File: src/rtl/spi_bm_pkg.sv
package spi_bm_pkg;
    parameter int REG_W  = 32;
    parameter int DATA_W = 8;
    parameter int DIV_W  = 5;
    parameter int NUM_CS = 3;
    parameter int ADDR_W = 4;

    localparam logic [ADDR_W-1:0] OFS_CTRL = ADDR_W'(0);
    localparam logic [ADDR_W-1:0] OFS_DATA = ADDR_W'(4);
    localparam int BIT_START = 1;
    localparam int BIT_LOOP  = 3;
    localparam int DIV_LSB   = REG_W - DIV_W;
    localparam int BITCNT_W  = $clog2(DATA_W);

    typedef struct packed {
        logic [DIV_W-1:0]  div;
        logic              loop;
        logic [NUM_CS-1:0] cs;
    } ctrl_t;

    function automatic logic [REG_W-1:0] pack_ctrl(ctrl_t c, logic busy);
        logic [REG_W-1:0] r;
        r = '0;
        for (int i = 0; i < NUM_CS; i++) r[2*i] = c.cs[i];
        r[BIT_LOOP]  = c.loop;
        r[BIT_START] = busy;
        r[REG_W-1:DIV_LSB] = c.div;
        return r;
    endfunction

    function automatic ctrl_t unpack_ctrl(logic [REG_W-1:0] w);
        ctrl_t c;
        for (int i = 0; i < NUM_CS; i++) c.cs[i] = w[2*i];
        c.loop = w[BIT_LOOP];
        c.div  = w[REG_W-1:DIV_LSB];
        return c;
    endfunction
endpackage

File: src/rtl/spi_bm_regs.sv
module spi_bm_regs
    import spi_bm_pkg::*;
(
    input  logic              clk,
    input  logic              rst,
    input  logic              wr_en,
    input  logic [ADDR_W-1:0] addr,
    input  logic [REG_W-1:0]  wdata,
    input  logic              busy,
    input  logic              fin,
    input  logic [DATA_W-1:0] rx_byte,
    output ctrl_t             ctrl,
    output logic [DATA_W-1:0] data_q,
    output logic              start,
    output logic [REG_W-1:0]  rdata
);
    logic wr_ok;
    logic unused_bits;

    assign wr_ok       = wr_en && !busy;
    assign start       = wr_ok && (addr == OFS_CTRL) && wdata[BIT_START];
    assign unused_bits = ^wdata;

    always_ff @(posedge clk) begin
        if (rst) begin
            ctrl   <= '{div: '0, loop: 1'b0, cs: '1};
            data_q <= '0;
        end else begin
            if (wr_ok && addr == OFS_CTRL) ctrl <= unpack_ctrl(wdata);
            if (wr_ok && addr == OFS_DATA) data_q <= wdata[DATA_W-1:0];
            if (fin) data_q <= rx_byte;
        end
    end

    always_comb begin
        rdata = '0;
        if (addr == OFS_CTRL) rdata = pack_ctrl(ctrl, busy);
        else if (addr == OFS_DATA) rdata[DATA_W-1:0] = data_q;
    end
endmodule

File: src/rtl/spi_bm_clkdiv.sv
module spi_bm_clkdiv
    import spi_bm_pkg::*;
(
    input  logic             clk,
    input  logic             rst,
    input  logic             restart,
    input  logic             run,
    input  logic [DIV_W-1:0] div,
    output logic             tick
);
    logic [DIV_W-1:0] cnt;

    assign tick = run && (cnt == div);

    always_ff @(posedge clk) begin
        if (rst || restart || !run) cnt <= '0;
        else if (cnt == div)        cnt <= '0;
        else                        cnt <= cnt + 1'b1;
    end
endmodule

File: src/rtl/spi_bm_shifter.sv
module spi_bm_shifter
    import spi_bm_pkg::*;
(
    input  logic              clk,
    input  logic              rst,
    input  logic              start,
    input  logic [DATA_W-1:0] tx,
    input  logic              tick,
    input  logic              loop,
    input  logic              miso,
    output logic              busy,
    output logic              sck,
    output logic              mosi,
    output logic              fin,
    output logic [DATA_W-1:0] rx
);
    logic [DATA_W-1:0]   sh;
    logic [BITCNT_W-1:0] bitcnt;
    logic                last_bit;
    logic                sin;

    assign mosi     = sh[DATA_W-1];
    assign sin      = loop ? mosi : miso;
    assign last_bit = (bitcnt == BITCNT_W'(DATA_W-1));
    assign fin      = busy && tick && sck && last_bit;

    always_ff @(posedge clk) begin
        if (rst) begin
            busy   <= 1'b0;
            sck    <= 1'b0;
            sh     <= '0;
            rx     <= '0;
            bitcnt <= '0;
        end else if (start) begin
            busy   <= 1'b1;
            sck    <= 1'b0;
            sh     <= tx;
            bitcnt <= '0;
        end else if (busy && tick) begin
            if (!sck) begin
                sck <= 1'b1;
                rx  <= {rx[DATA_W-2:0], sin};
            end else begin
                sck <= 1'b0;
                if (last_bit) begin
                    busy <= 1'b0;
                end else begin
                    sh     <= {sh[DATA_W-2:0], 1'b0};
                    bitcnt <= bitcnt + 1'b1;
                end
            end
        end
    end
endmodule

File: src/rtl/spi_byte_master.sv
module spi_byte_master
    import spi_bm_pkg::*;
(
    input  logic              clk,
    input  logic              rst,
    input  logic              bus_wr,
    input  logic [ADDR_W-1:0] bus_addr,
    input  logic [REG_W-1:0]  bus_wdata,
    output logic [REG_W-1:0]  bus_rdata,
    output logic              sck,
    output logic              mosi,
    input  logic              miso,
    output logic [NUM_CS-1:0] cs_lvl
);
    ctrl_t             ctrl;
    logic [DATA_W-1:0] data_q;
    logic [DATA_W-1:0] rx_byte;
    logic              start;
    logic              busy;
    logic              fin;
    logic              tick;

    spi_bm_regs u_regs (
        .clk(clk), .rst(rst), .wr_en(bus_wr), .addr(bus_addr), .wdata(bus_wdata),
        .busy(busy), .fin(fin), .rx_byte(rx_byte),
        .ctrl(ctrl), .data_q(data_q), .start(start), .rdata(bus_rdata)
    );

    spi_bm_clkdiv u_div (
        .clk(clk), .rst(rst), .restart(start), .run(busy), .div(ctrl.div), .tick(tick)
    );

    spi_bm_shifter u_shift (
        .clk(clk), .rst(rst), .start(start), .tx(data_q), .tick(tick),
        .loop(ctrl.loop), .miso(miso), .busy(busy), .sck(sck), .mosi(mosi),
        .fin(fin), .rx(rx_byte)
    );

    for (genvar i = 0; i < NUM_CS; i++) begin : g_cs
        assign cs_lvl[i] = ctrl.cs[i];
    end
endmodule

File: config.mk
export PLATFORM = sky130hd
export DESIGN_NAME = spi_byte_master
export DESIGN_NICKNAME = d
export VERILOG_FILES = /design/src/rtl/spi_bm_pkg.sv /design/src/rtl/spi_bm_regs.sv /design/src/rtl/spi_bm_clkdiv.sv /design/src/rtl/spi_bm_shifter.sv /design/src/rtl/spi_byte_master.sv
export SDC_FILE = /design/constraint.sdc
export NUM_CORES = 1
export LEC_CHECK = 0
export ABC_CLOCK_PERIOD_IN_PS = 3200
export BUFFER_PORTS_ARGS = -buffer_cell sky130_fd_sc_hd__buf_4
export CORE_MARGIN = 3
export CORE_UTILIZATION = 45
export CTS_CLUSTER_DIAMETER = 60
export DETAILED_ROUTE_END_ITERATION = 10
export PLACE_DENSITY_LB_ADDON = 0.2
export SETUP_SLACK_MARGIN = 0.3
export SYNTH_ARGS = -nofsm -noshare
export SYNTH_HDL_FRONTEND = slang
export SYNTH_SLANG_ARGS = --single-unit
File: constraint.sdc
create_clock -name clk -period 3.2 [get_ports clk]
set_clock_uncertainty 0.1 [all_clocks]
set_input_delay 0.16 -clock clk [delete_from_list [all_inputs] [get_ports clk]]
set_output_delay 0.16 -clock clk [all_outputs]
set_load 0.1 [all_outputs]
# Word-level counts from Yosys, hierarchy flattened
# Cells that the tools add are included.
# word_totals
ff_bits,43
latch_bits,0
ramBits,0
romBits,0
out_inout_bits,37
wordCells,56
n_memories,0
# op_classes
n_addsub,2
mul,0
div,0
order_cmp,0
eq_ne,4
n_shift,0
muxes,15
bitwise,3
reduce_logical,22
# ops
cell,count
$mux W8,8
$mux W24,1
$reduce_and A3 Y1,4
$logic_and A1 B1 Y1,8
$reduce_bool A2 Y1,4
$mux W1,6
$add A5 B1 Y5 const B,1
$eq A5 B5 Y1,1
$eq A4 B3 Y1 const B,1
$logic_not A4 Y1,1
$reduce_or A2 Y1,2
$add A3 B1 Y3 const B,1
$eq A3 B3 Y1 const B,1
$not A1 Y1,3
$logic_or A1 B1 Y1,2
$ne A2 B2 Y1 const B,1
$logic_not A1 Y1,1

# Logic depth before layout (Yosys ltp)
# logic_depth
ltp_word,7
mapped_depth,7
mapped_depth_nobuf,5

# Modules after synthesis
# A second synthesis with hierarchy kept.
# unflattened
hier_cells,245
area_unflattened_um2,2280.9
# by_module_without_submodules
module,n_inst,cells_per_inst,area_each_um2,seq_area_each_um2
spi_bm_regs,1,125,1052.3,340.3
spi_bm_shifter,1,93,957.2,420.4
spi_bm_clkdiv,1,27,271.5,100.1

# Worst setup path before layout
# OpenSTA, ideal clock, no wires.
# synth_path
kind,register to register
startpoint,reg u_shift.sck
endpoint,reg u_regs.data_q[3]
setup_ps,80
arrival_time_ps,2342
slack_ps,678
path_stages_with_launch,7
n_path_buf,2
period_less_slack_ps,2522
cell_sequence,dfxtp_1 -> nand2_1 -> or4b_1 -> buf_2 -> or2_0 -> buf_6 -> a211oi_2
# synth_between
elab_chain_cells,3
word_cells_on_any_way,4
cone_classes,1 x mux; 3 x reduce/logical
# synth_rtl
element,line,rtl
"start, declared",spi_bm_shifter.sv:12,"output logic sck,"
"start signal, assigned",spi_bm_shifter.sv:30,sck <= 1'b0;
"start signal, assigned",spi_bm_shifter.sv:36,sck <= 1'b0;
"start signal, assigned",spi_bm_shifter.sv:41,sck <= 1'b1;
$logic_and A1 B1 Y1 * (2 in series),spi_bm_shifter.sv:25,assign fin = busy && tick && sck && last_bit;
$mux W8 or $reduce_bool A2 Y1 (tied branches),n/a,
"end signal, assigned",spi_bm_regs.sv:30,if (wr_ok && addr == OFS_DATA) data_q <= wdata[DATA_W-1:0];
"end signal, assigned",spi_bm_regs.sv:31,if (fin) data_q <= rx_byte;
"end, declared",spi_bm_regs.sv:13,"output logic [DATA_W-1:0] data_q,"
# Mark *: on every way between the ends. The rest lies on a longest branch, timed or not.
# A chain may end at the register's enable or synchronous reset.

# Final worst setup path
# layout_path
startpoint,reg u_shift.bitcnt[0]
endpoint,reg u_regs.data_q[5]
# layout_between
elab_chain_cells,3
word_cells_on_any_way,4
cone_classes,1 x eq/ne; 1 x mux; 2 x reduce/logical
# layout_rtl
element,line,rtl
"start, declared",spi_bm_shifter.sv:18,logic [BITCNT_W-1:0] bitcnt;
"start signal, assigned",spi_bm_shifter.sv:49,bitcnt <= bitcnt + 1'b1;
$eq A3 B3 Y1 *,spi_bm_shifter.sv:24,assign last_bit = (bitcnt == BITCNT_W'(DATA_W-1));
$logic_and A1 B1 Y1 *,spi_bm_shifter.sv:25,
$mux W8 or $reduce_bool A2 Y1 (tied branches),n/a,
# Marked as above.

==> results by group <==
Synthesis
  • Post-synthesis cell type count: 39
  • Top cells by count, synth: dfxtp_1, buf_4, nand2_1
  • Post-synthesis sequential area ratio: 0.391
  • Ys async rst share: 0
  • Avg Cell Area, Syn: 8.60 um^2
  • Synth Instances: 256
  • Most common cell in the synthesized netlist: dfxtp_1
  • Ys flop type: dfxtp_1
  • Yosys warns: 0
  • Synth top area cells: dfxtp_1, buf_4, nand3_1
  • FF+latch count, synth: 43
  • Area leader, netlist: dfxtp_1
  • EDFF count, synth: 0
  • Mapped Area: 2200 um^2
  • Yosys top cell area share: 0.391

Placement
  • Number of I/O port buffers: 38
  • Dpl hpwl: 3490 um
  • Setup WS pre-CTS: 893 ps
  • Placer Congestion: 0.741
  • Post-DP Area: 2440 um^2

CTS
  • Total CTS buffers: 5
  • Clk slew on worst S/H paths: 80 ps
  • Root Driver: clkbuf_8
  • Clk buf depth: 2
  • CTS tree: yes
  • Clock Latency Late Sink: 290 ps
  • Clock sinks: 43
  • H-tree depth: 2
  • Post-CTS Resized: 0

Setup path
  • FF-to-FF setup slack: 910 ps
  • Crit path kind: reg2reg
  • Critical Path Start Type: flop
  • Setup crit end kind: flop
  • Worst path max stage delay: 630 ps
  • Worst path arrival time: 2410 ps
  • Crit path max-delay family: simple AND/OR/NAND/NOR gates
  • CP required: 3320 ps
  • Buf/Inv on CP: 0
  • CP Cell Sequence: ha_1 -> ha_1 -> or4b_1 -> or2_0 -> a211oi_2
  • Worst-path fanout max: 10
  • CP most frequent cell: ha_1
  • Slowest stage cell, crit path: or4b_1

Route
  • Antenna-violating nets left: 0
  • DR vias: 1833
  • Iteration-0 DRC Markers: 128
  • Drt wl/cell: 13.9 um
  • Final wirelength: 4890 um
  • Drt drc: 0
  • TritonRoute pass-1 iters: 4
  • Vias/cell: 5.21

Global route
  • Overall Global Routing Usage: 0.169
  • Number of global-route vias before repair: 1615
  • First-pass GRT wire length: 8130 um
  • Initial antenna violation count: 0
  • Total gr overflow: 0
  • Largest net degree at the start of global routing: 37

Floorplanning
  • Die ar.: 5770 um^2
  • Initial core utilization: 0.486
  • Die W: 76.0 um
  • Core ar.: 4530 um^2
  • Core Rows: 24
  • Die Span Y: 76.0 um
  • I/O Pins: 77

Timing
  • FMAX: 436 MHz
  • Post-route setup slack: 905 ps
  • Setup TNS Final: 0 ps
  • Slew Limit Fails: 0
  • Hold Vio Cnt, Final: 0
  • Headroom to the max-slew limit: 0.468
  • Final period utilization: 0.717
  • Minimum clock period after layout: 2290 ps
  • Final Setup Violations: 0
  • Worst-Margin Slew: 791 ps
  • RSZ-0062 raised after global routing: false

Run status
  • Status: finished clean

Finish
  • Nets@finish: 331
  • Synthesis-to-layout area growth: 15.4%
  • Design Area, Final: 2540 um^2
  • Ant diodes: 0
  • Share of cells above drive strength 1: 0.209

Pwr
  • Peak VDD IR: 0.204 mV
  • Pleak: 1.04 nW
  • Pwr Density: 409 nW/um^2

Min path
  • Hold Path Class: in2reg

Run
  • Max_cap viols: 0
## cells by family after synthesis
group,count (synthesis),synth area share
and+or+nand+nor,91,0.218
AOI/OAI and AO/OA,61,0.189
DFF,43,0.391
buffers and inverters,40,0.110
muxes,9,0.0415
xor gates and xnor gates,8,0.0318
adders and majority gates,3,0.0170
other,1,0.00170
## stage by stage
step                      hold slack (ps)  total power, mW  std cells   util
after global placement                283            0.733        343  0.538
after CTS                            3.86             1.05        352  0.560
after global routing                 2.66             1.08        352  0.560
final                                10.9             1.04        352  0.560
after floorplan                       182            0.719        274      -
after detailed placement              286            0.733        343  0.538
## final timing paths
check	from	to	cells past startpoint
setup / recovery	u_shift.bitcnt[0]$_SDFFE_PP0P_	u_regs.data_q[5]$_SDFFE_PP0P_	5
hold / removal	bus_wdata[27]	u_regs.ctrl[4]$_SDFFE_PP0N_	3
setup reg to reg	u_shift.bitcnt[0]$_SDFFE_PP0P_	u_regs.data_q[5]$_SDFFE_PP0P_	5
hold reg to reg	u_div.cnt[0]$_SDFF_PP0_	u_div.cnt[0]$_SDFF_PP0_	1
## worst reg2reg max path, cell delays in order (launching register included)
cell      delay (ps)
dfxtp_1          350
ha_1             160
ha_1             200
or4b_1           630
or2_0            520
a211oi_2         260
## power breakdown
group / switching, mW / total [mW] / internal (mW)
clock: 0.170 / 0.316 / 0.146
combinational: 0.148 / 0.180 / 0.0329
sequential: 0.00404 / 0.543 / 0.539
## routing by layer
metal  up-vias  GRT usage  wire length (um)
met1       836      0.231              2300
met2        61      0.263              2190
li1        930          -                 -
met3         6     0.0521               356
met5         -          0                 0
met4         0     0.0380                31
## cells in the final DEF (no fill, tap or decap), drive strengths merged
| cell | netlist | routed |
|---|---|---|
| o21ai | 19 | 19 |
| and2 | 9 | 9 |
| or4b | 1 | 1 |
| clkbuf | 13 | 6 |
| a21oi | 20 | 20 |
| inv | 2 | 2 |
| or4 | 2 | 2 |
| mux2 | 1 | 1 |
| o211ai | 1 | 1 |
| nand2 | 22 | 22 |
| nor2 | 13 | 13 |
| a211oi | 8 | 8 |
| nand4 | 1 | 1 |
| nor4b | 1 | 1 |
| nand3 | 21 | 21 |
| conb | 1 | 19 |
| and3 | 1 | 1 |
| a311oi | 7 | 7 |
| buf | 25 | 42 |
| or2 | 1 | 1 |
| and3b | 1 | 1 |
| nand2b | 1 | 1 |
| xnor2 | 4 | 4 |
| or3 | 1 | 1 |
| mux2i | 8 | 8 |
| nor4 | 3 | 3 |
| a211o | 1 | 1 |
| nor3b | 1 | 1 |
| a22o | 5 | 5 |
| nor3 | 8 | 8 |
| ha | 3 | 3 |
| nor2b | 1 | 1 |
| nand3b | 3 | 3 |
| xor2 | 4 | 4 |
| dfxtp | 43 | 43 |
| dlygate4sd3 | 0 | 3 |
## sequential cells by signal, summed over array words and instances, names as in the netlist
register and cells:
u_regs.data_q 8, u_shift.sck 1, u_shift.rx 8, u_regs.ctrl 9, u_shift.bitcnt 3, u_shift.sh 8
u_div.cnt 5, u_shift.busy 1
## cell type report
class	count	area, um^2
fillers	436	1990
multi-input cells	191	1170
flip-flops and latches	43	861
repair buffers	45	345
well taps	65	81.3
clock buffers	6	72.6
inverters	2	7.51
## timing repair
| item | 4_1_cts | 5_1_grt |
|---|---|---|
| endpoints found under the hold margin | 3 | 0 |
| setup buffers | 0 | 0 |
| hold buffers | 3 | 0 |
| setup endpoints to repair | 0 | 0 |
Power figures use the tool's default switching activity.
